$ cat config.mk
export PLATFORM = sky130hd
export DESIGN_NAME = mdrop_addr_filter
export DESIGN_NICKNAME = d
export VERILOG_FILES = /design/src/rtl/mdf_pkg.sv /design/src/rtl/mdf_addr_cmp.sv /design/src/rtl/mdf_rx_fsm.sv /design/src/rtl/mdf_tx_tag.sv /design/src/rtl/mdrop_addr_filter.sv
export SDC_FILE = /design/constraint.sdc
export NUM_CORES = 1
export LEC_CHECK = 0
export BUFFER_PORTS_ARGS = -buffer_cell sky130_fd_sc_hd__buf_2
export CORE_MARGIN = 4
export CORE_UTILIZATION = 40
export CTS_BUF_LIST = sky130_fd_sc_hd__clkbuf_16
export CTS_CLUSTER_DIAMETER = 120
export CTS_CLUSTER_SIZE = 40
export DETAILED_ROUTE_END_ITERATION = 7
export HOLD_SLACK_MARGIN = 0.08
export PLACE_DENSITY = 0.73
export SYNTH_ARGS = -nofsm -noshare
export SYNTH_HDL_FRONTEND = slang
export SYNTH_HIERARCHICAL = 1
export SYNTH_SLANG_ARGS = --single-unit
$ cat constraint.sdc
create_clock -name clk -period 3.6 [get_ports clk]
set_clock_uncertainty 0.1 [all_clocks]
set_input_delay 0.36 -clock clk [delete_from_list [all_inputs] [get_ports clk]]
set_output_delay 0.36 -clock clk [all_outputs]
set_load 0.1 [all_outputs]
$ cat src/rtl/mdf_pkg.sv
package mdf_pkg;
    typedef enum logic [0:0] {
        ST_DROP   = 1'b0,
        ST_ACCEPT = 1'b1
    } mdf_state_e;
endpackage

$ cat src/rtl/mdf_addr_cmp.sv
module mdf_addr_cmp #(
    parameter int W = 8
) (
    input  logic [W-1:0] cand,
    input  logic [W-1:0] ref_addr,
    input  logic [W-1:0] mask,
    output logic         hit
);
    logic [W-1:0] diff;
    for (genvar i = 0; i < W; i++) begin : g_bit
        assign diff[i] = (cand[i] ^ ref_addr[i]) & mask[i];
    end
    assign hit = (diff == '0);
endmodule

$ cat src/rtl/mdf_rx_fsm.sv
module mdf_rx_fsm
    import mdf_pkg::*;
#(
    parameter int W = 8
) (
    input  logic         clk,
    input  logic         rst_n,
    input  logic         mode9_en,
    input  logic         rx_valid,
    input  logic [W-1:0] rx_data,
    input  logic         rx_bit9,
    input  logic         addr_hit,
    output logic         wr_en,
    output logic [W-1:0] wr_data,
    output logic         irq
);
    mdf_state_e st, nxt;
    logic       wr_c, irq_c;

    // next state and output decisions
    always_comb begin
        nxt   = st;
        wr_c  = 1'b0;
        irq_c = 1'b0;
        if (!mode9_en) begin
            nxt  = ST_DROP;          // T_BYPASS
            wr_c = rx_valid;
        end else if (rx_valid) begin
            if (rx_bit9) begin
                if (addr_hit) begin
                    nxt   = ST_ACCEPT;  // T_HIT
                    wr_c  = 1'b1;
                    irq_c = 1'b1;
                end else begin
                    nxt   = ST_DROP;    // T_MISS
                end
            end else begin
                unique case (st)
                    ST_DROP:   wr_c = 1'b0;
                    ST_ACCEPT: wr_c = 1'b1;
                    default:   wr_c = 1'b0;
                endcase
            end
        end
    end

    // state register
    always_ff @(posedge clk) begin
        if (!rst_n) st <= ST_DROP;
        else        st <= nxt;
    end

    // registered outputs
    always_ff @(posedge clk) begin
        if (!rst_n) begin
            wr_en   <= 1'b0;
            wr_data <= '0;
            irq     <= 1'b0;
        end else begin
            wr_en   <= wr_c;
            irq     <= irq_c;
            if (wr_c) wr_data <= rx_data;
        end
    end
endmodule

$ cat src/rtl/mdf_tx_tag.sv
module mdf_tx_tag #(
    parameter int W = 8
) (
    input  logic         clk,
    input  logic         rst_n,
    input  logic         mode9_en,
    input  logic         in_valid,
    input  logic [W-1:0] in_data,
    input  logic         sticky,
    input  logic         odd,
    output logic         out_valid,
    output logic [W-1:0] out_data,
    output logic         out_bit9
);
    always_ff @(posedge clk) begin
        if (!rst_n) begin
            out_valid <= 1'b0;
            out_data  <= '0;
            out_bit9  <= 1'b0;
        end else begin
            out_valid <= in_valid;
            if (in_valid) begin
                out_data <= in_data;
                out_bit9 <= mode9_en & sticky & odd;
            end
        end
    end
endmodule

$ cat src/rtl/mdrop_addr_filter.sv
module mdrop_addr_filter #(
    parameter int W = 8
) (
    input  logic         clk,
    input  logic         rst_n,
    input  logic         mode9_en,
    input  logic [W-1:0] own_addr,
    input  logic [W-1:0] addr_mask,
    input  logic         rx_valid,
    input  logic [W-1:0] rx_data,
    input  logic         rx_bit9,
    output logic         fifo_wr_en,
    output logic [W-1:0] fifo_wr_data,
    output logic         match_irq,
    input  logic         tx_in_valid,
    input  logic [W-1:0] tx_in_data,
    input  logic         tx_sticky_par,
    input  logic         tx_odd_par,
    output logic         tx_out_valid,
    output logic [W-1:0] tx_out_data,
    output logic         tx_out_bit9
);
    logic hit;

    mdf_addr_cmp #(.W(W)) u_cmp (
        .cand(rx_data), .ref_addr(own_addr), .mask(addr_mask), .hit(hit)
    );

    mdf_rx_fsm #(.W(W)) u_fsm (
        .clk(clk), .rst_n(rst_n), .mode9_en(mode9_en),
        .rx_valid(rx_valid), .rx_data(rx_data), .rx_bit9(rx_bit9),
        .addr_hit(hit), .wr_en(fifo_wr_en), .wr_data(fifo_wr_data),
        .irq(match_irq)
    );

    mdf_tx_tag #(.W(W)) u_tx (
        .clk(clk), .rst_n(rst_n), .mode9_en(mode9_en),
        .in_valid(tx_in_valid), .in_data(tx_in_data),
        .sticky(tx_sticky_par), .odd(tx_odd_par),
        .out_valid(tx_out_valid), .out_data(tx_out_data), .out_bit9(tx_out_bit9)
    );
endmodule

After elaboration in Yosys (flattened, before gate mapping). Index checks and enable logic that the tools add are counted.

$add $sub $neg: 0. $mul: 0. Divide/modulo/power cells: 0. Order comparisons: 0. Eq/ne operators: 0. Shifts and indexed selects: 0. Multiplexer cells: 5. Bitwise logic cells: 19. Reduce and logical (&&, ||, !) cells: 4.

Operators with widths (count): AND 1 bit (10); zero test 8 bit (1); XOR 1 bit (8); two-way mux 1 bit (4); AND reduction 2 bit (2); AND reduction 4 bit (1); case mux 1 bit (2 select lines) (1); NOT 1 bit (1).

Flip-flop bits (word level): 21. Latch bits: 0. RAM bits: 0. Bits in read-only memories: 0. Bits of input ports: 40. Output and inout bits: 20. Word-level logic and storage cells: 35. Memories: 0.

Longest topological paths before layout.
Depth in word-level cells: 7. Depth in mapped cells: 6. Mapped depth without buffers: 6.

Cells and area by module. The synthesis kept the hierarchy.

Modules (own cells, without submodules): mdf_rx_fsm (times used 1, cells an instance 73, area each 604.3 um^2, seq. area each 220.2 um^2); mdf_tx_tag (times used 1, cells an instance 31, area each 369.1 um^2, seq. area each 200.2 um^2); mdf_addr_cmp (times used 1, cells an instance 13, area each 108.9 um^2, seq. area each 0.0 um^2).

Worst setup path before layout. OpenSTA, ideal clock, no wires.

Path kind: input to register. Start: input port rx_data[6]. End: register u_fsm.wr_data[0]. Library setup time: 66 ps. Arrival time: 1330 ps. Required time: 3434 ps. Slack: 2104 ps. Cell stages on the path: 6. Path buffers: 0. Cells stage by stage: xor2_1 > a22oi_1 > and4_1 > a21boi_2 > nand4_1 > nand4_1.

Longest elaborated chain between the ends: 7.

RTL lines: start, declared (RTL line mdrop_addr_filter.sv:10) `input logic [W-1:0] rx_data,`; XOR 1 bit (RTL line mdf_addr_cmp.sv:11) `assign diff[i] = (cand[i] ^ ref_addr[i]) & mask[i];`; AND 1 bit (RTL line mdf_addr_cmp.sv:11); zero test 8 bit (RTL line mdf_addr_cmp.sv:13) `assign hit = (diff == '0);`; via hit (RTL line mdrop_addr_filter.sv:23) `logic hit;`; two-way mux 1 bit (RTL line mdf_rx_fsm.sv:30) `if (addr_hit) begin`; two-way mux 1 bit (RTL line mdf_rx_fsm.sv:29) `if (rx_bit9) begin`; two-way mux 1 bit (RTL line mdf_rx_fsm.sv:28) `end else if (rx_valid) begin`; two-way mux 1 bit (RTL line mdf_rx_fsm.sv:25) `if (!mode9_en) begin`; end signal, assigned (RTL line mdf_rx_fsm.sv:62) `if (wr_c) wr_data <= rx_data;`; end, declared (RTL line mdf_rx_fsm.sv:14) `output logic [W-1:0] wr_data,`.

The timed path passes the listed nets, and every way through them passes these cells. A chain may end at the register's enable or synchronous reset.

Worst setup path after layout.
Start: input port rx_data[3]. End: register u_fsm.wr_data[1].

The elaborated chain is that of the path after synthesis.

==> results.sh <==
export IMPL_outcome="finished, final reports clean"
export IMPL_synth_top_area_share_pct=38.8
export IMPL_period_minus_slack_ns=1.60
export IMPL_wl_mm=2.94
export IMPL_pwr_share_comb_pct=28.0
export IMPL_ff2ff_path_depth=3
export IMPL_worstPathMaxFanout=9
export IMPL_cts_root_buf="clkbuf_16"
export IMPL_cpMaxStageDelayCell="a21boi_2"
export IMPL_hpwlAfterDp_mm=2.20
export IMPL_fin_setup_tns_ns=0
export IMPL_swShare_pct=35.1
export IMPL_die_area_um2=3600
export IMPL_end_kind="flop"
export IMPL_syn_nets=157
export IMPL_syn_area_um2=1080
export IMPL_max_clock_freq_mhz=624
export IMPL_setup_worst_path_class="in -> reg"
export IMPL_instances_no_fill=200
export IMPL_clockPowerShare_pct=34.5
export IMPL_rrSetupSlack_ns=2.27
export IMPL_grt_use_total_pct=16.8
export IMPL_reg2reg_to="u_fsm/wr_data[0]"
export IMPL_nNetsFinal=211
export IMPL_start_util_pct=42.9
export IMPL_slew_violations=0
export IMPL_hold_path_class="in -> reg"
export IMPL_finalHoldViolations=0
export IMPL_leakagePower_nw=0.673
export IMPL_synth_ff_type="dfxtp_1"
export IMPL_critPathBufInv=1
export IMPL_ant_nets=0
export IMPL_die_h_um=60.0
export IMPL_grt_max_degree=45
export IMPL_period_share_pct=44.6
export IMPL_drtIter0Drc=22
export IMPL_cp_depth=7
export IMPL_syn_inst=117
export IMPL_die_w_um=60.0
export IMPL_drive_gt1_share_pct=38.2
export IMPL_yosysTopAreaCell="dfxtp_1"
export IMPL_ctsHoldBuffers=0
export IMPL_num_vias=1128
export IMPL_io_pins=60
export IMPL_insertedDiodeCount=0
export IMPL_firstDrtPassIters=4
export IMPL_min_from="tx_in_data[5]"
export IMPL_routabilityCongestion=0.707
export IMPL_cts_clk_slew_worst_paths_ns=0.06
export IMPL_cts_inserted_buffers=3
export IMPL_p_sw_w=0.000238
export IMPL_cts_resized=0
export IMPL_grt_pass1_wl_mm=4.59
export IMPL_grt_pass1_vias=1054
export IMPL_async_reset_ff_share_pct=0
export IMPL_area_growth_pct=32.3
export IMPL_cts_path_max_buffers=2
export IMPL_synth_common_cells="nand4_1, dfxtp_1, nor2b_1"
export IMPL_synth_edf_count=0
export IMPL_finalHoldWorstSlack_ns=0.270
export IMPL_pwr_share_seq_pct=37.5
export IMPL_endpoint="u_fsm/wr_data[1]"
export IMPL_synth_warnings=6
export IMPL_antenna_found_initial=0
export IMPL_rsz0062_at_grt="no"
export IMPL_critical_path_max_stage_delay_ns=0.41
export IMPL_worst_slack_ns=2.00
export IMPL_max_slew_margin_pct=55.8
export IMPL_critPathLaunchType="primary input"
export IMPL_drc=0
export IMPL_yosysMostFrequentCell="nand4_1"
export IMPL_port_buffers=59
export IMPL_crit_start="rx_data[3]"
export IMPL_cap_violations=0
export IMPL_intPower_w=0.000440
export IMPL_via_per_inst=5.64
export IMPL_synth_seq_cells=21
export IMPL_insertion_delay_ns=0.26
export IMPL_synth_avg_cell_area_um2=9.25
export IMPL_crit_path_cell_trace="buf_2 > xor2_1 > a22oi_1 > and4_1 > a21boi_2 > nand4_1 > nand4_1"
export IMPL_worstPathRequired_ns=3.69
export IMPL_postCtsSetupBuffers=0
export IMPL_wl_per_cell_um=14.7
export IMPL_fp_coreArea_um2=2520
export IMPL_synthTopCellsByArea="dfxtp_1, nand4_1, mux2i_1"
export IMPL_pre_cts_slack_ns=1.78
export IMPL_setup_violations=0
export IMPL_rows=18
export IMPL_vdd_drop_max_v=0.000384
export IMPL_crit_family="compound AO/OA/AOI/OAI gates"
export IMPL_cts_sinks=21
export IMPL_cp_common_cell="nand4_1"
export IMPL_rr_startpoint="u_fsm/st"
export IMPL_worst_pin_slew_ns=0.663
export IMPL_cts_htree_levels=1
export IMPL_overflow=0
export IMPL_tritoncts="done"
export IMPL_powerDensity_nw_per_um2=474
export IMPL_ys_types=19
export IMPL_dpl_cell_count=196
export IMPL_crit_arrival_ns=1.70
export IMPL_yosysSeqAreaShare_pct=38.8
-- worst min path at each step --
stage / end / slack (ns) / cells after the start
6_report: u_tx/out_data[5] / 0.27 / 3
5_1_grt: u_tx/out_data[1] / 0.29 / 3
4_1_cts: u_fsm/st / 0.27 / 3
3_5_place_dp: u_fsm/st / 0.37 / 2
3_3_place_gp: u_fsm/st / 0.35 / 2
2_1_floorplan: u_fsm/st / 0.34 / 2
-- per-layer routing --
| metal | wire length, µm | global-route usage [%] | vias up | share of wire [%] |
|---|---|---|---|---|
| met5 | 0 | 0 | - | 0 |
| met4 | 36 | 6.01 | 0 | 1.2 |
| met2 | 1620 | 30.6 | 34 | 55 |
| met1 | 1090 | 18.1 | 538 | 37 |
| li1 | - | - | 551 | - |
| met3 | 189 | 4.97 | 5 | 6.4 |
-- power groups by stage --
stage          sequential, W  combinational [W]  clock, W
2_1_floorplan       0.000355          0.0000464         0
3_3_place_gp        0.000259           0.000186         0
3_5_place_dp        0.000259           0.000190         0
4_1_cts             0.000254           0.000190  0.000238
5_1_grt             0.000256           0.000200  0.000247
6_report            0.000254           0.000190  0.000234
-- worst reg2reg max path, cell delays in order, from the launching register on --
cell and delay [ns]:
dfxtp_1 0.34, nor2b_1 0.53, nand4_1 0.17, nand4_1 0.13
-- area by class of cell --
class,count,area [µm²]
clock inverters,1,3.75
multi-input cells,86,599
flip-flops and latches,21,420
fillers,237,1090
clock buffers,3,75.1
well taps,30,37.5
repair buffers,59,295
-- state kept, by name, indices dropped and copies added (netlist names) --
signal / count
u_fsm/wr_en: 1
u_fsm/irq: 1
u_tx/out_data: 8
u_fsm/wr_data: 8
u_tx/out_valid: 1
u_tx/out_bit9: 1
u_fsm/st: 1
-- cell families (layout without fill, tap and decap cells) --
| group | after synthesis | in the layout | share of synthesized area [%] |
|---|---|---|---|
| AOI/OAI and AO/OA | 9 | 9 | 6.36 |
| DFF | 21 | 21 | 38.8 |
| xor gates and xnor gates | 8 | 8 | 6.47 |
| buffers and inverters | 10 | 63 | 5.78 |
| muxes | 8 | 8 | 7.40 |
| and+or+nand+nor | 61 | 61 | 35.1 |
-- stage by stage --
| step | area (µm²) | utilization [%] | power [W] |
|---|---|---|---|
| 2_1_floorplan | 1080 | - | 0.000402 |
| 3_3_place_gp | 1350 | 53.6 | 0.000445 |
| 3_5_place_dp | 1350 | 53.6 | 0.000449 |
| 4_1_cts | 1430 | 56.7 | 0.000682 |
| 5_1_grt | 1430 | 56.7 | 0.000703 |
| 6_report | 1430 | 56.7 | 0.000678 |
-- cells in the final DEF, fill, tap and decap left out, drive strengths merged --
cell type,instances
a21bo,1
a21boi,2
a21oi,2
a22oi,4
and2,1
and4,1
buf,59
clkbuf,3
dfxtp,21
inv,1
mux2i,8
nand2,4
nand2b,2
nand3,2
nand3b,8
nand4,33
nor2,1
nor2b,9
xor2,8
(Power assumes the default switching activity.)
